===== src/rtl/rx_trig_fifo_pkg.sv =====
package rx_trig_fifo_pkg;

  typedef enum logic [1:0] {
    RA_CTRL = 2'd0,
    RA_STAT = 2'd1,
    RA_LINE = 2'd2,
    RA_DATA = 2'd3
  } reg_addr_e;

  // control field positions (software-visible)
  localparam int TRIG_LSB = 7;
  localparam int TRIG_W   = 2;
  localparam int LIM_LSB  = 9;
  localparam int LIM_W    = 3;

  // status register layout
  localparam int STAT_DR_BIT  = 0;
  localparam int STAT_RDF_BIT = 1;
  localparam logic [15:0] STAT_CONST = 16'h0060;

  // line-status overrun position
  localparam int LINE_OVR_BIT = 0;

  function automatic logic [7:0] trig_level(input logic [TRIG_W-1:0] code);
    case (code)
      2'd0:    trig_level = 8'd1;
      2'd1:    trig_level = 8'd4;
      2'd2:    trig_level = 8'd8;
      default: trig_level = 8'd14;
    endcase
  endfunction

  function automatic logic [7:0] accept_limit(input logic [LIM_W-1:0] code);
    // code 0 is the odd one out; the rest step by two from 4
    case (code)
      3'd0:    accept_limit = 8'd15;
      3'd1:    accept_limit = 8'd1;
      default: accept_limit = 8'({code, 1'b0});
    endcase
  endfunction

endpackage


===== src/rtl/rx_trig_fifo_mem.sv =====
module rx_trig_fifo_mem #(
  parameter int DW    = 8,
  parameter int DEPTH = 16,
  parameter int AW    = $clog2(DEPTH)
) (
  input  logic          clk,
  input  logic          we,
  input  logic [AW-1:0] waddr,
  input  logic [DW-1:0] wdata,
  input  logic          re,
  input  logic [AW-1:0] raddr,
  output logic [DW-1:0] rdata
);

  logic [DW-1:0] store [DEPTH];

  // read-first: a same-address write in the same cycle returns the old byte
  always_ff @(posedge clk) begin
    if (we) store[waddr] <= wdata;
    if (re) rdata <= store[raddr];
  end

endmodule


===== src/rtl/rx_trig_fifo_ptrs.sv =====
module rx_trig_fifo_ptrs #(
  parameter int DEPTH = 16,
  parameter int AW    = $clog2(DEPTH),
  parameter int LW    = $clog2(DEPTH + 1)
) (
  input  logic          clk,
  input  logic          rst,
  input  logic          push_req,
  input  logic          pop_req,
  output logic          push_ok,
  output logic          pop_ok,
  output logic          overrun,
  output logic [AW-1:0] wr_idx,
  output logic [AW-1:0] rd_idx,
  output logic [LW-1:0] fill,
  output logic [LW-1:0] fill_next
);

  localparam logic [LW-1:0] FULL = LW'(DEPTH);
  localparam logic [AW-1:0] LAST = AW'(DEPTH - 1);

  logic empty, full;

  assign empty   = (fill == '0);
  assign full    = (fill == FULL);
  assign pop_ok  = pop_req && !empty;
  // pop is applied first, so a full queue still takes a byte when drained
  assign push_ok = push_req && (!full || pop_ok);
  assign overrun = push_req && !push_ok;

  always_comb begin
    fill_next = fill;
    case ({push_ok, pop_ok})
      2'b10:   fill_next = fill + LW'(1);
      2'b01:   fill_next = fill - LW'(1);
      default: fill_next = fill;
    endcase
  end

  always_ff @(posedge clk) begin
    if (rst) begin
      wr_idx <= '0;
      rd_idx <= '0;
      fill   <= '0;
    end else begin
      fill <= fill_next;
      if (push_ok) wr_idx <= (wr_idx == LAST) ? '0 : wr_idx + AW'(1);
      if (pop_ok)  rd_idx <= (rd_idx == LAST) ? '0 : rd_idx + AW'(1);
    end
  end

endmodule


===== src/rtl/rx_trig_fifo_flags.sv =====
module rx_trig_fifo_flags
  import rx_trig_fifo_pkg::*;
#(
  parameter int LW = 5
) (
  input  logic              clk,
  input  logic              rst,
  input  logic              upd,
  input  logic [TRIG_W-1:0] trig_code,
  input  logic [LIM_W-1:0]  lim_code,
  input  logic [LW-1:0]     fill_new,
  output logic              level_hit,
  output logic              data_avail,
  output logic              accept
);

  logic [LW-1:0] trig_cnt, lim_cnt;
  logic          at_trig;

  assign trig_cnt = LW'(trig_level(trig_code));
  assign lim_cnt  = LW'(accept_limit(lim_code));
  assign at_trig  = (fill_new >= trig_cnt);

  always_ff @(posedge clk) begin
    if (rst) begin
      level_hit  <= 1'b0;
      data_avail <= 1'b0;
      accept     <= 1'b1;
    end else begin
      accept <= (fill_new < lim_cnt);
      if (upd) begin
        level_hit  <= at_trig;
        data_avail <= !at_trig && (fill_new != '0);
      end
    end
  end

endmodule


===== src/rtl/rx_trig_fifo.sv =====
module rx_trig_fifo
  import rx_trig_fifo_pkg::*;
#(
  parameter int DW    = 8,
  parameter int DEPTH = 16,
  parameter int RW    = 16
) (
  input  logic          clk,
  input  logic          rst,
  input  logic          in_valid,
  input  logic [DW-1:0] in_data,
  output logic          in_ready,
  input  logic          reg_rd,
  input  logic          reg_wr,
  input  logic [1:0]    reg_addr,
  input  logic [RW-1:0] reg_wdata,
  output logic [RW-1:0] reg_rdata,
  output logic          rxf_level_hit,
  output logic          rxf_data_avail
);

  localparam int AW = $clog2(DEPTH);
  localparam int LW = $clog2(DEPTH + 1);

  logic [RW-1:0] ctrl_q, ctrl_next;
  logic [RW-1:0] line_q, line_next;
  logic [RW-1:0] hold_q;
  logic          data_sel_q;

  logic          push_ok, pop_ok, ovr_ev;
  logic [AW-1:0] wr_idx, rd_idx;
  logic [LW-1:0] fill_q, fill_next;
  logic [DW-1:0] mem_rdata;

  logic rd_ctrl, rd_stat, rd_line, rd_data;
  logic wr_ctrl, wr_line;

  assign rd_ctrl = reg_rd && (reg_addr == RA_CTRL);
  assign rd_stat = reg_rd && (reg_addr == RA_STAT);
  assign rd_line = reg_rd && (reg_addr == RA_LINE);
  assign rd_data = reg_rd && (reg_addr == RA_DATA);
  assign wr_ctrl = reg_wr && (reg_addr == RA_CTRL);
  assign wr_line = reg_wr && (reg_addr == RA_LINE);

  rx_trig_fifo_ptrs #(.DEPTH(DEPTH), .AW(AW), .LW(LW)) ptrs_i (
    .clk      (clk),
    .rst      (rst),
    .push_req (in_valid),
    .pop_req  (rd_data),
    .push_ok  (push_ok),
    .pop_ok   (pop_ok),
    .overrun  (ovr_ev),
    .wr_idx   (wr_idx),
    .rd_idx   (rd_idx),
    .fill     (fill_q),
    .fill_next(fill_next)
  );

  rx_trig_fifo_mem #(.DW(DW), .DEPTH(DEPTH), .AW(AW)) mem_i (
    .clk  (clk),
    .we   (push_ok),
    .waddr(wr_idx),
    .wdata(in_data),
    .re   (pop_ok),
    .raddr(rd_idx),
    .rdata(mem_rdata)
  );

  assign ctrl_next = wr_ctrl ? reg_wdata : ctrl_q;

  rx_trig_fifo_flags #(.LW(LW)) flags_i (
    .clk       (clk),
    .rst       (rst),
    .upd       (push_ok || pop_ok),
    .trig_code (ctrl_q[TRIG_LSB +: TRIG_W]),
    .lim_code  (ctrl_next[LIM_LSB +: LIM_W]),
    .fill_new  (fill_next),
    .level_hit (rxf_level_hit),
    .data_avail(rxf_data_avail),
    .accept    (in_ready)
  );

  // line status: clear on read, load on write, overrun sets last
  always_comb begin
    line_next = line_q;
    if (rd_line) line_next = '0;
    if (wr_line) line_next = reg_wdata;
    if (ovr_ev)  line_next[LINE_OVR_BIT] = 1'b1;
  end

  always_ff @(posedge clk) begin
    if (rst) begin
      ctrl_q     <= '0;
      line_q     <= '0;
      hold_q     <= '0;
      data_sel_q <= 1'b0;
    end else begin
      ctrl_q <= ctrl_next;
      line_q <= line_next;
      if (reg_rd) begin
        data_sel_q <= pop_ok;
        if (rd_ctrl) hold_q <= ctrl_q;
        else if (rd_stat) begin
          hold_q <= RW'(STAT_CONST);
          hold_q[STAT_RDF_BIT] <= rxf_level_hit;
          hold_q[STAT_DR_BIT]  <= rxf_data_avail;
        end
        else if (rd_line) hold_q <= line_q;
        else hold_q <= '0;
      end
    end
  end

  assign reg_rdata = data_sel_q ? RW'(mem_rdata) : hold_q;

endmodule


===== config.mk =====
export PLATFORM = sky130hd
export DESIGN_NAME = rx_trig_fifo
export DESIGN_NICKNAME = d
export VERILOG_FILES = /design/src/rtl/rx_trig_fifo_pkg.sv /design/src/rtl/rx_trig_fifo_mem.sv /design/src/rtl/rx_trig_fifo_ptrs.sv /design/src/rtl/rx_trig_fifo_flags.sv /design/src/rtl/rx_trig_fifo.sv
export SDC_FILE = /design/constraint.sdc
export NUM_CORES = 1
export LEC_CHECK = 0
export CORE_MARGIN = 10
export CORE_UTILIZATION = 40
export DETAILED_ROUTE_END_ITERATION = 12
export HOLD_SLACK_MARGIN = 0.12
export PLACE_DENSITY = 0.59
export SYNTH_ARGS = -nofsm -noshare
export SYNTH_HDL_FRONTEND = slang
export SYNTH_SLANG_ARGS = --single-unit

===== constraint.sdc =====
create_clock -name clk -period 4 [get_ports clk]
set_input_delay 1 -clock clk [delete_from_list [all_inputs] [get_ports clk]]
set_output_delay 1 -clock clk [all_outputs]
set_load 0.05 [all_outputs]

## Word-level counts from Yosys, hierarchy flattened

Memory sizes are Yosys's and may differ from the RTL's. A register that Yosys moved wholly into a read port is not among the register bits.
Cells that the tools add are included.
Widths: inputs -> output; s select.

- Register bits after elaboration: 65
- Latch bits: 0
- RAM bits: 128
- Bits in read-only memories: 0
- Input bits: 31
- Output and inout port bits: 19
- Word-level logic and storage cells: 68
- Memories kept: 1

Memory list:

| name | depth | bits a word | rd ports | clocked after Yosys merged registers in | wr ports | line | RTL |
|---|---|---|---|---|---|---|---|
| mem_i.store | 16 | 8 | 1 | 1 | 1 | rx_trig_fifo_mem.sv:15 | `logic [DW-1:0] store [DEPTH];` |

- Add/sub/neg operators: 4
- $mul: 0
- Div/mod/pow operators: 0
- Magnitude comparators: 2
- Eq/ne operators: 11
- Shift operators: 0
- Multiplexer cells: 15
- Bitwise operators: 0
- Reductions and logical operators: 23

Operators by type and width:

| cell | count |
|---|---|
| $mux 16 | 6 |
| $mux 12 | 1 |
| $pmux 4 s3 | 1 |
| $logic_and 1x1->1 | 10 |
| $pmux 5 s2 | 1 |
| $add 4x1->4 const B | 2 |
| $eq 2x2->1 const B | 4 |
| $eq 4x4->1 const B | 2 |
| $mux 4 | 2 |
| $pmux 4 s2 | 1 |
| $eq 2x1->1 const B | 3 |
| $add 5x1->5 const B | 1 |
| $eq 5x5->1 const B | 1 |
| $ge 5x4->1 | 1 |
| $logic_not 5->1 | 1 |
| $lt 5x4->1 | 1 |
| $reduce_bool 5->1 | 1 |
| $sub 5x1->5 const B | 1 |
| $logic_not 1->1 | 4 |
| $logic_not 2->1 | 2 |
| $eq 3x1->1 const B | 1 |
| $logic_not 3->1 | 1 |
| $mux 1 | 3 |
| $reduce_bool 3->1 | 1 |
| 2 further kinds | 3 |

## Logic depth before layout (Yosys ltp)

Gate-level depths: netlist (run 1).

- Word-level depth: 10
- Mapped depth: 15
- Mapped depth without buffers: 13

## Modules after synthesis

A second synthesis (run 1) with hierarchy kept.

- Cell total of the unflattened synthesis: 604
- Area total of the unflattened synthesis: 8501.9 µm²

By module, submodules not included:

| module | instances | cells each | area each (µm²) | sequential area each (µm²) |
|---|---|---|---|---|
| rx_trig_fifo_mem | 1 | 229 | 5227.5 | 4083.9 |
| rx_trig_fifo | 1 | 254 | 2192.1 | 980.9 |
| rx_trig_fifo_ptrs | 1 | 82 | 760.7 | 260.2 |
| rx_trig_fifo_flags | 1 | 39 | 321.6 | 60.1 |

## Worst setup path before layout (run 1)

No wires, ideal clock.

- Kind: input port to flip-flop
- Start point: input reg_addr[0]
- End point: register flags_i.level_hit
- Setup time: 61 ps
- Data arrival time: 3562 ps
- Data required time: 3939 ps
- Slack: 377 ps
- Cell stages on the path: 15
- Buffers on the path: 3
- Cell sequence: buf_4 nand3_1 a31oi_1 buf_2 inv_2 ha_1 buf_2 xor2_1 inv_1 ha_1 nand2b_1 a21oi_1 maj3_1 o21ai_0 o221a_1

- Cells in the longest elaborated chain, start to end: 8
- Elaborated cells between the ends (all ways): 10
- Those cells by class: order compare: 1; eq/ne: 3; mux: 1; reduce/logical: 5

RTL lines:

| element | line | RTL |
|---|---|---|
| from (decl) | rx_trig_fifo.sv:15 | `input logic [1:0] reg_addr,` |
| $eq 2x2->1 * | rx_trig_fifo.sv:41 | `assign rd_data = reg_rd && (reg_addr == RA_DATA);` |
| $logic_and 1x1->1 * | rx_trig_fifo.sv:41 |  |
| $logic_and 1x1->1 * | rx_trig_fifo_ptrs.sv:26 | `assign pop_ok = pop_req && !empty;` |
| $logic_or 1x1->1 | rx_trig_fifo_ptrs.sv:28 | `assign push_ok = push_req && (!full \|\| pop_ok);` |
| $logic_and 1x1->1 | rx_trig_fifo_ptrs.sv:28 |  |
| $eq 2x1->1 / $eq 2x2->1 (equally long branches) | rx_trig_fifo_ptrs.sv:33 | `case ({push_ok, pop_ok})` |
| $pmux 5 s2 | rx_trig_fifo_ptrs.sv:33 |  |
| $ge 5x4->1 | rx_trig_fifo_flags.sv:22 | `assign at_trig = (fill_new >= trig_cnt);` |
| to (signal assigned) | rx_trig_fifo_flags.sv:32 | `level_hit <= at_trig;` |
| to (decl) | rx_trig_fifo_flags.sv:12 | `output logic level_hit,` |

Mark *: on every way between the ends. The rest lies on a longest branch, timed or not.
A chain may end at the register's enable or synchronous reset.

## Worst setup path after layout (run 1)

- Start point: input reg_addr[1]
- End point: register flags_i.level_hit

Same word-level chain as after synthesis.

==> impl_summary.txt, run 1 <==
----------------------------------------------------
[Run status]
  Status ... finished clean

[STA]
  Transition time at the pin with the least slew margin ... around 0.9 ns
  Top achievable clock speed ... ~0.27 GHz
  Final critical-path required period ... 3.657 ns
  Final slew viol count ... 0
  Total negative slack for setup checks ... 0 ns
  RSZ-0062 raised after global routing ... false
  Fin Clk Skew ... 0.007960 ns
  Final cycle utilization of the critical path ... about 91%
  Final hold viol count ... 0
  Post-route setup slack ... around 0.34 ns
  Headroom to the max-slew limit ... 40.05%
  Number of setup violations in the final report ... 0

[Min path]
  Hold path startpoint ... ctrl_q[6]
  Path type of the worst min-delay path ... reg -> reg

[Setup path]
  Cell family with the largest share of critical-path delay ... adder cells
  Worst EP arrival ... 4.08 ns
  Critical path's most frequent cell ... sky130_fd_sc_hd__ha_1
  Worst path max stage delay ... roughly 0.48 ns
  Beginning of the worst register-to-register path ... ptrs_i.fill[0]
  Worst setup path class ... in -> reg
  Beginning of the critical path ... reg_addr[1]
  CP max stage cell ... sky130_fd_sc_hd__clkdlybuf4s50_1
  Number of buffer and inverter instances along the worst setup path ... 3
  Startpoint type of the worst setup path ... input port
  List of cells traversed by the critical path ... clkdlybuf4s50_1 -> nand3_1 -> a31oi_1 -> inv_2 -> ha_1 -> xor2_1 -> inv_1 -> ha_1 -> nand2b_1 -> a21oi_1 -> maj3_1 -> o21ai_0 -> o221a_1
  Worst setup EP type ... flop
  Flop2flop setup slack ... around 0.72 ns
  Worst-path maximum fanout ... 3
  Required time at the endpoint of the critical path ... roughly 4.4 ns

[Placed design]
  Final weighted congestion in routability-driven placement ... between 0.8 and 0.9
  HPWL reported at the end of detailed placement ... about 12,000 µm
  Place WS ... -0.05689 ns
  Buffers added on ports ... 49

[Clock tree]
  Number of clock buffers inserted by TritonCTS ... 21
  TritonCTS clock tree ... built
  Count of cells resized by post-cts repair ... 0
  # hold bufs at CTS ... 0
  Htree depth ... 1
  Clock latency at the later pin of the worst-skew pair ... approximately 0.5 ns
  Maximum root-to-sink buffer count ... 3
  Post-CTS Setup Bufs ... 0
  Sinks on the clock net ... approximately 200
  Clock transition at the registers of the reported paths ... roughly 0.06 ns
  Clock root cell ... sky130_fd_sc_hd__clkbuf_16

[Global route]
  Congestion Overflow GR ... 0
  Met1 GRT Util ... 17.16%
  Total global-route track usage ... about an eighth
  GRT busiest layer ... met2
  Wire length of the first global-routing pass ... between 20,000 and 30,000 µm
  Via count of the first global-routing pass ... between 5,000 and 6,000
  Met3 GRT Util ... roughly 2.5%
  Pin count of the biggest net entering global routing ... 38
  Antenna violations before repair ... 0
  GR Layer Usage met2 ... 21.29%

[Synth]
  Post-Synthesis Cells ... 605
  Number of warnings issued by yosys ... 0
  Largest area contributor in the netlist ... sky130_fd_sc_hd__edfxtp_1
  Count of distinct cell types in the synthesized netlist ... 54
  Area of the mapped netlist ... approximately 8500 µm²
  Average instance area after synthesis ... around 14 µm²
  Share of Yosys cell area claimed by the top area cell type ... roughly half
  Dominant cells by area after synthesis ... sky130_fd_sc_hd__edfxtp_1 48%, sky130_fd_sc_hd__dfxtp_1 15%, sky130_fd_sc_hd__mux4_2 8.8%
  Post-synth net total ... roughly 650
  Share of the yosys chip area belonging to registers ... 63.53%
  #FFs+latches synth ... between 200 and 250

[Route]
  DRC marker count from the first detailed-route iteration ... 260
  Pre-antenna DRT Iters ... 5
  Avg Vias per Cell ... 5.194
  Average wire length per cell after detail routing ... approximately 18 µm
  Routed WL ... approximately 17,000 µm
  Routed via count ... between 4,000 and 5,000
  Remaining routing DRC violations ... 0
  Antenna-violating nets left ... 0

[Die]
  Initial Utilization ... about 40%
  Total I/O pin count ... 50
  Vertical extent of the die ... 165.6 µm
  Total Die Area ... 27,420 µm²
  Placeable core region ... 20,960 µm²
  Die X-Extent ... 165.6 µm
  Std cell rows ... 53

[Layout]
  Most frequent standard cell in the layout excluding fill and tap cells ... sky130_fd_sc_hd__edfxtp_1
  Area delta synth->final ... 17.68%
  Number of nets in the finished design ... roughly 700
  Layout cells sized above 1 ... around 17%
  Final core utilization ... between 40% and 50%
  Number of diodes added for antenna fixing ... 0
  Filler cells ... ~1,800
  Leading cell types in the layout, fill and taps excluded ... 136 x sky130_fd_sc_hd__edfxtp_1, 65 x sky130_fd_sc_hd__nor2_1, 63 x sky130_fd_sc_hd__dfxtp_1, 52 x sky130_fd_sc_hd__nand2_1, 48 x sky130_fd_sc_hd__clkdlybuf4s50_1

[Power and ir drop]
  Leakage power total ... 0.003388 µW
  Worst IR drop on VDD ... a little under 0.0005 V
  Pwr/cell area ... approximately 450 nW/µm²

[Run]
  Number of max-cap violations ... 0

----------------------------------------------------
## flip-flops by register name (all words and copies together) (netlist names)
register,flops
hold_q,16
mem_i.rdata,8
ptrs_i.rd_idx,4
data_sel_q,1
ptrs_i.fill,5
flags_i.accept,1
ctrl_q,16
flags_i.level_hit,1
mem_i.store,128
ptrs_i.wr_idx,4
flags_i.data_avail,1
line_q,16
## synthesized netlist by cell type, drive strengths merged
| cell type | number |
|---|---|
| edfxtp | 136 |
| dfxtp | 65 |
| nor2 | 65 |
| nand2 | 52 |
| a21oi | 43 |
| mux4 | 40 |
| clkbuf | 24 |
| nor2b | 22 |
| mux2 | 21 |
| inv | 18 |
| a22oi | 16 |
| ha | 14 |
| buf | 11 |
| nand2b | 8 |
| nor3 | 8 |
| o21ai | 8 |
| mux2i | 5 |
| nand3 | 5 |
| xor2 | 5 |
| a31oi | 4 |
| and2 | 4 |
| a21o | 3 |
| o311ai | 3 |
| a211oi | 2 |
| a311oi | 2 |
| nand4b | 2 |
| or3 | 2 |
| xnor2 | 2 |
| a2111oi | 1 |
| a211o | 1 |
| a221oi | 1 |
| a41oi | 1 |
| and3b | 1 |
| fa | 1 |
| maj3 | 1 |
| nand4 | 1 |
| nor3b | 1 |
| nor4 | 1 |
| o211ai | 1 |
| o221a | 1 |
| o221ai | 1 |
| o31ai | 1 |
| o41ai | 1 |
## power breakdown
part	switching, µW	internal [µW]
Sequential	28.1	2260
Clock	744	1040
Combinational	220	165
Total	992	3470
## path summary, 6_finish.rpt
check | to | cells past startpoint
max | flags_i.level_hit | 13
min | ctrl_q[6] | 2
max reg2reg | flags_i.level_hit | 11
min reg2reg | ctrl_q[6] | 2
## stage by stage
step | hold slack, ns | cells | total power [µW] | instance area (µm²)
final | 0.4527 | 960 | 4458 | 9976
after global routing | 0.4833 | 960 | 4650 | 9976
after CTS | 0.4562 | 960 | 4515 | 9976
after detailed placement | 0.4451 | 924 | 2719 | 9355
after global placement | 0.4415 | 924 | 2706 | 9355
after floorplan | 0.4334 | 605 | 2576 | 8477
## cells by family (layout without fill, tap and decap cells)
group / Yosys count / in the layout / synth area share, %
DFF: 201 / 201 / 63.53
and+or+nand+nor: 172 / 172 / 9.225
AOI/OAI and AO/OA: 90 / 90 / 6.819
muxes: 66 / 66 / 14.32
buffers and inverters: 53 / 133 / 2.967
adders and majority gates: 16 / 16 / 2.421
xor gates and xnor gates: 7 / 7 / 0.7233
## area by class of cell
class                           count  area, µm²  area share (%)
Clock inverter                      6      61.31          0.6146
Sequential cell                   201       5388           54.01
Tap cell                          275      344.1           3.449
Inverter                           18      67.56          0.6773
Multi-Input combinational cell    351       2845           28.52
Clock buffer                       30      559.3           5.606
Timing Repair Buffer               79      710.7           7.124
## metal layers
layer	wire length, µm	part of all wire [%]
met1	8019	46
met2	8351	48
met3	838	4.8
met4	272	1.6
met5	0	0
## worst min-delay path, delay by kind of cell, from the launching register on
kind            cells  cell delay (ns)
simple gates        1             0.05
compound gates      1             0.05
flops               1             0.30
(Power assumes the default switching activity.)
==> run 2, diff against run 1 <==
- CORE_MARGIN: 10 -> 8
==> impl_summary.txt, run 2 (same netlist as run 1, synthesis figures left out) <==
----------------------------------------------------
[Die]
  Vertical extent of the die ... 161.6 µm (-2.4%)
  Total Die Area ... 26,110 µm² (-4.8%)
  Initial Utilization ... 40.58% (+0.13 points)
  Die X-Extent ... 161.6 µm (-2.4%)
  Total I/O pin count ... 50 (unchanged)
  Std cell rows ... 53 (unchanged)
  Placeable core region ... 20,890 µm² (-0.32%)

[Setup path]
  Beginning of the worst register-to-register path ... ptrs_i.fill[0]
  Required time at the endpoint of the critical path ... 4.38 ns (-0.05 ns)
  Worst EP arrival ... 3.94 ns (-0.14 ns)
  Flop2flop setup slack ... 0.86 ns (+0.14 ns)
  Worst setup path class ... in -> reg
  Worst setup EP type ... flop
  End point of the critical path ... flags_i.data_avail
  Cells on worst reg2reg path ... 11 (unchanged)
  Beginning of the critical path ... reg_addr[1]
  RR Endpoint ... flags_i.data_avail
  Worst-path maximum fanout ... 3 (unchanged)
  Startpoint type of the worst setup path ... input port

[Route]
  Avg Vias per Cell ... 5.236 (+0.81%)
  Routed WL ... 17,760 µm (+1.6%)
  Routed via count ... 5,021 (+0.70%)
  Antenna-violating nets left ... 0 (unchanged)
  Remaining routing DRC violations ... 0 (unchanged)
  Pre-antenna DRT Iters ... 4 (-1)
  DRC marker count from the first detailed-route iteration ... 307 (+18%)
  Average wire length per cell after detail routing ... 18.51 µm (+1.7%)

[STA]
  Total negative slack for setup checks ... 0 ns (unchanged)
  Final hold viol count ... 0 (unchanged)
  Hold Worst Slack ... 0.4587 ns (+0.005968 ns)
  Final critical-path required period ... 3.560 ns (-0.09633 ns)
  Fin Clk Skew ... 0.01476 ns (+0.006801 ns)
  Transition time at the pin with the least slew margin ... 0.9486 ns (+0.04938 ns)
  Number of setup violations in the final report ... 0 (unchanged)
  Final slew viol count ... 0 (unchanged)
  Headroom to the max-slew limit ... 36.63% (-3.4 points)
  Final cycle utilization of the critical path ... 89.01% (-2.4 points)
  Top achievable clock speed ... 0.2809 GHz (+2.7%)
  Post-route setup slack ... 0.4395 ns (+0.09633 ns)
  RSZ-0062 raised after global routing ... false

[Layout]
  Leading cell types in the layout, fill and taps excluded ... 136 x sky130_fd_sc_hd__edfxtp_1, 65 x sky130_fd_sc_hd__nor2_1, 63 x sky130_fd_sc_hd__dfxtp_1, 52 x sky130_fd_sc_hd__nand2_1, 48 x sky130_fd_sc_hd__clkdlybuf4s50_1
  Most frequent standard cell in the layout excluding fill and tap cells ... sky130_fd_sc_hd__edfxtp_1
  Filler cells ... 1,840 (-0.054%)
  Register containing the most flip-flops in the final layout ... mem_i.store
  Layout cells sized above 1 ... 17.84% (+0.46 points)
  Area delta synth->final ... 17.87%
  Final standard cell area without fillers ... 9992 µm² (+0.16%)
  Number of nets in the finished design ... 716 (-0.28%)
  Number of diodes added for antenna fixing ... 0 (unchanged)
  Max reg flops ... 128 (unchanged)

[Placed design]
  Total cell area at the placement stage ... 9340 µm² (-0.16%)
  Final weighted congestion in routability-driven placement ... 0.7768 (-12%)
  HPWL reported at the end of detailed placement ... 12,330 µm (+1.8%)
  Place WS ... -0.01640 ns (+0.04049 ns)
  Buffers added on ports ... 49 (unchanged)

[Run]
  Number of max-cap violations ... 0 (unchanged)

[Clock tree]
  Sinks on the clock net ... 201 (unchanged)
  Count of cells resized by post-cts repair ... 0 (unchanged)
  Clock transition at the registers of the reported paths ... 0.06 ns (about the same)
  Maximum root-to-sink buffer count ... 3 (unchanged)
  Number of clock buffers inserted by TritonCTS ... 21 (unchanged)
  Post-CTS Setup Bufs ... 0 (unchanged)
  # hold bufs at CTS ... 0 (unchanged)
  Clock latency at the later pin of the worst-skew pair ... 0.49 ns (about the same)
  Clock root cell ... sky130_fd_sc_hd__clkbuf_16
  Htree depth ... 1 (unchanged)
  TritonCTS clock tree ... built

[Power and ir drop]
  P_int ... 3493 µW (+0.78%)
  Switch Pwr ... 1013 µW (+2.1%)
  Worst IR drop on VDD ... 0.0002671 V (-45%)
  Final total power ... 4506 µW (+1.1%)
  Pwr/cell area ... 450.9 nW/µm² (+0.92%)
  Leakage power total ... 0.003394 µW (+0.16%)
  Net Sw Frac ... 22.48% (+0.23 points)
  Share of power burned in the clock network ... 40.6% (+0.6 points)
  Seq pwr share ... 50.9% (-0.5 points)
  Portion of total power attributed to combinational logic ... 8.4% (-0.2 points)

[Global route]
  Total global-route track usage ... 13.77% (+0.89 points)
  Via count of the first global-routing pass ... 5,247 (+2.8%)
  Pin count of the biggest net entering global routing ... 46 (+21%)
  Wire length of the first global-routing pass ... 28,850 µm (+2.3%)
  Congestion Overflow GR ... 0 (unchanged)
  Antenna violations before repair ... 0 (unchanged)

[Run status]
  Status ... finished clean

[Min path]
  Path type of the worst min-delay path ... reg -> reg

----------------------------------------------------
==> run 2: critical path: stages <==
cell	delay (ns)
sky130_fd_sc_hd__clkdlybuf4s50_1	0.48
sky130_fd_sc_hd__nand3_1	0.13
sky130_fd_sc_hd__a31oi_1	0.29
sky130_fd_sc_hd__inv_2	0.11
sky130_fd_sc_hd__ha_1	0.33
sky130_fd_sc_hd__inv_1	0.14
sky130_fd_sc_hd__mux2i_1	0.37
sky130_fd_sc_hd__ha_1	0.30
sky130_fd_sc_hd__a21oi_1	0.15
sky130_fd_sc_hd__maj3_1	0.19
sky130_fd_sc_hd__o21ai_0	0.11
sky130_fd_sc_hd__o41ai_2	0.32
==> run 2: layout make-up <==
type | instances | area (µm²) | area share [%]
Sequential cell | 201 | 5388 | 53.92
Clock buffer | 24 | 558.0 | 5.585
Timing Repair Buffer | 77 | 695.7 | 6.962
Multi-Input combinational cell | 351 | 2845 | 28.47
Tap cell | 275 | 344.1 | 3.444
Inverter | 18 | 67.56 | 0.6762
Clock inverter | 13 | 93.84 | 0.9391
==> run 2: how the worst min path moves through the flow <==
stage               startpoint         end  slack, ns  depth (start not counted)
floorplan            ctrl_q[5]   ctrl_q[5]       0.43                          2
global placement     ctrl_q[6]   ctrl_q[6]       0.44                          2
detailed placement  ctrl_q[13]  ctrl_q[13]       0.45                          2
CTS                  ctrl_q[5]   ctrl_q[5]       0.46                          2
global route         ctrl_q[6]   ctrl_q[6]       0.48                          2
finish               ctrl_q[5]   ctrl_q[5]       0.46                          2
==> run 2: per-stage QoR <==
stage               utilization [%]  instances
finish                        47.83        959
global route                  47.83        959
CTS                           47.83        959
detailed placement            44.71        922
global placement              44.71        922
floorplan                         -        605
==> run 2: layer usage <==
metal  share of wire (%)  global-route usage [%]  up-vias
met5                   0                       0        -
met4                 1.8                   3.409        0
met3                 5.1                   2.851       23
met2                  49                   23.38      108
met1                  44                   17.71     2496
li1                    -                       -     2394
==> run 2: power by group through the flow <==
| stage | sequential [µW] | clock, µW | combinational [µW] |
|---|---|---|---|
| 2_1_floorplan | 2340 | 0 | 238 |
| 3_3_place_gp | 2340 | 0 | 369 |
| 3_5_place_dp | 2340 | 0 | 378 |
| 4_1_cts | 2300 | 1880 | 381 |
| 5_1_grt | 2300 | 1960 | 417 |
| 6_report | 2300 | 1830 | 379 |
==> run 3, diff against run 2 <==
- REMOVE_ABC_BUFFERS: unset -> 1
==> impl_summary.txt, run 3 (same netlist as run 1, synthesis figures left out) <==
----------------------------------------------------
[Setup path]
  Worst setup path class ... in -> reg
  Beginning of the worst register-to-register path ... ptrs_i.fill[0]
  CP max stage cell ... sky130_fd_sc_hd__clkdlybuf4s50_1
  Cells on worst reg2reg path ... 11 (unchanged)
  Worst setup EP type ... flop
  Beginning of the critical path ... reg_addr[0]
  Worst path max stage delay ... 0.48 ns (about the same)
  Worst EP arrival ... 3.97 ns (+0.03 ns)
  Worst-path maximum fanout ... 3 (unchanged)
  List of cells traversed by the critical path ... clkdlybuf4s50_1 -> nand3_1 -> a31oi_1 -> inv_2 -> ha_1 -> xor2_1 -> inv_1 -> ha_1 -> nand2b_1 -> a21oi_1 -> maj3_1 -> o21ai_0 -> o221a_1
  Required time at the endpoint of the critical path ... 4.44 ns (+0.06 ns)
  Startpoint type of the worst setup path ... input port
  Critical path's most frequent cell ... sky130_fd_sc_hd__ha_1

[Route]
  Remaining routing DRC violations ... 0 (unchanged)
  Routed WL ... 18,270 µm (+2.9%)
  Avg Vias per Cell ... 5.272 (+0.68%)
  Total length of routed met2 wires ... 8701 µm (-0.46%)
  Antenna-violating nets left ... 0 (unchanged)
  Average wire length per cell after detail routing ... 18.94 µm (+2.3%)
  Routed wl met3 ... 1003 µm (+12%)
  DRC marker count from the first detailed-route iteration ... 286 (-6.8%)
  Pre-antenna DRT Iters ... 4 (unchanged)
  Routed via count ... 5,087 (+1.3%)
  Highest metal layer used by the detailed router ... met4
  Met1 routed wirelength after detailed routing ... 8200 µm (+5.1%)

[Layout]
  Sequential cell area ... 5386 µm² (about the same)
  Final standard cell area without fillers ... 10,040 µm² (+0.51%)
  Area taken by multi-input logic gates ... 2845 µm² (unchanged)
  Max reg flops ... 128 (unchanged)
  Leading cell types in the layout, fill and taps excluded ... 136 x sky130_fd_sc_hd__edfxtp_1, 65 x sky130_fd_sc_hd__nor2_1, 64 x sky130_fd_sc_hd__dfxtp_1, 52 x sky130_fd_sc_hd__nand2_1, 48 x sky130_fd_sc_hd__clkdlybuf4s50_1
  Number of nets in the finished design ... 721 (+0.70%)
  Register containing the most flip-flops in the final layout ... mem_i.store
  Layout cells sized above 1 ... 18.55% (+0.71 points)
  Most frequent standard cell in the layout excluding fill and tap cells ... sky130_fd_sc_hd__edfxtp_1
  Area delta synth->final ... 18.48%
  Filler cells ... 1,818 (-1.2%)
  Number of diodes added for antenna fixing ... 0 (unchanged)
  Final core utilization ... 48.08% (+0.25 points)

[STA]
  Transition time at the pin with the least slew margin ... 1.347 ns (+0.3983 ns)
  Hold Worst Slack ... 0.4549 ns (-0.003762 ns)
  Final hold viol count ... 0 (unchanged)
  Top achievable clock speed ... 0.2828 GHz (+0.69%)
  Headroom to the max-slew limit ... 9.600% (-27 points)
  Total negative slack for setup checks ... 0 ns (unchanged)
  Final critical-path required period ... 3.536 ns (-0.02437 ns)
  Final cycle utilization of the critical path ... 88.40% (-0.61 points)
  Fin Clk Skew ... 0.02440 ns (+0.009636 ns)
  Final slew viol count ... 0 (unchanged)
  Number of setup violations in the final report ... 0 (unchanged)
  RSZ-0062 raised after global routing ... false

[Clock tree]
  Post-CTS Setup Bufs ... 0 (unchanged)
  Clock latency at the later pin of the worst-skew pair ... 0.51 ns (+0.02 ns)
  Count of cells resized by post-cts repair ... 0 (unchanged)
  Htree depth ... 1 (unchanged)
  # hold bufs at CTS ... 0 (unchanged)
  Number of clock buffers inserted by TritonCTS ... 22 (+4.8%)
  TritonCTS clock tree ... built
  Clock root cell ... sky130_fd_sc_hd__clkbuf_16
  Sinks on the clock net ... 201 (unchanged)
  Maximum root-to-sink buffer count ... 3 (unchanged)
  Clock transition at the registers of the reported paths ... 0.06 ns (about the same)

[Power and ir drop]
  Leakage power total ... 0.003412 µW (+0.55%)
  Pwr/cell area ... 451.8 nW/µm² (+0.19%)
  Worst IR drop on VDD ... 0.0002746 V (+2.8%)
  Final total power ... 4538 µW (+0.71%)

[Min path]
  Hold path cells ... 2 (unchanged)
  Path type of the worst min-delay path ... reg -> reg
  Hold path startpoint ... ctrl_q[4]

[Die]
  Vertical extent of the die ... 161.6 µm (unchanged)
  Initial Utilization ... 40.58% (unchanged)
  Die X-Extent ... 161.6 µm (unchanged)
  Total I/O pin count ... 50 (unchanged)
  Total Die Area ... 26,110 µm² (unchanged)
  Std cell rows ... 53 (unchanged)
  Placeable core region ... 20,890 µm² (unchanged)

[Run]
  Number of max-cap violations ... 0 (unchanged)

[Placed design]
  Buffers added on ports ... 49 (unchanged)
  Total cell area at the placement stage ... 9369 µm² (+0.31%)
  Final weighted congestion in routability-driven placement ... 0.8303 (+6.9%)
  HPWL reported at the end of detailed placement ... 12,290 µm (-0.37%)

[Global route]
  Via count of the first global-routing pass ... 5,261 (+0.27%)
  Wire length of the first global-routing pass ... 29,370 µm (+1.8%)
  Pin count of the biggest net entering global routing ... 54 (+17%)
  Total global-route track usage ... 14.13% (+0.36 points)
  Congestion Overflow GR ... 0 (unchanged)
  Antenna violations before repair ... 0 (unchanged)

[Run status]
  Status ... finished clean

----------------------------------------------------
[run 3: cell count changes in the layout (fill, tap and decap cells not counted)]
| cell | previous run | this run |
|---|---|---|
| sky130_fd_sc_hd__clkbuf_8 | 0 | 2 |
| sky130_fd_sc_hd__clkinv_4 | 0 | 1 |
| sky130_fd_sc_hd__inv_6 | 1 | 0 |
| sky130_fd_sc_hd__dfxtp_2 | 2 | 1 |
| sky130_fd_sc_hd__clkinv_2 | 5 | 3 |
| sky130_fd_sc_hd__dfxtp_1 | 63 | 64 |
| sky130_fd_sc_hd__bufinv_16 | 1 | 0 |
| sky130_fd_sc_hd__clkbuf_1 | 2 | 4 |
| sky130_fd_sc_hd__clkinv_1 | 4 | 1 |
| sky130_fd_sc_hd__clkinvlp_4 | 2 | 5 |
| sky130_fd_sc_hd__clkinv_8 | 0 | 1 |
| sky130_fd_sc_hd__buf_4 | 28 | 32 |
[run 3: final cells by class]
type                            count  area share, %
Multi-Input combinational cell    351          28.33
Clock inverter                     11         0.8098
Timing Repair Buffer               81          7.226
Inverter                           18         0.6727
Tap cell                          275          3.426
Clock buffer                       28          5.905
Sequential cell                   201          53.63
[run 3: final timing paths]
path	to	slack, ns
hold / removal	ctrl_q[4]	0.45
setup reg to reg	flags_i.level_hit	0.89
hold reg to reg	ctrl_q[4]	0.45
setup / recovery	flags_i.level_hit	0.46
[run 3: where the power goes]
group | total (µW) | switching [µW] | internal, µW
Combinational | 384 | 217 | 167
Sequential | 2300 | 33.3 | 2260
Clock | 1860 | 801 | 1060
[run 3: critical path: cells and delay by family]
kind	cells	cell delay [ns]
simple gates	2	0.28
fa+ha+maj	3	0.95
compound gates	4	0.90
buf+inv	3	0.64
xor+xnor	1	0.19
[run 3: routing by layer]
metal | vias up | GRT usage (%)
met1 | 2518 | 18.74
met2 | 139 | 23.20
met4 | 0 | 3.998
met5 | - | 0
li1 | 2401 | -
met3 | 29 | 2.774
[run 3: through the flow]
stage	setup slack, ns	std cells
6_report	0.4639	965
5_1_grt	0.2423	965
3_5_place_dp	-0.03678	926
3_3_place_gp	0.08107	926
2_1_floorplan	0.2836	570
4_1_cts	0.4626	965
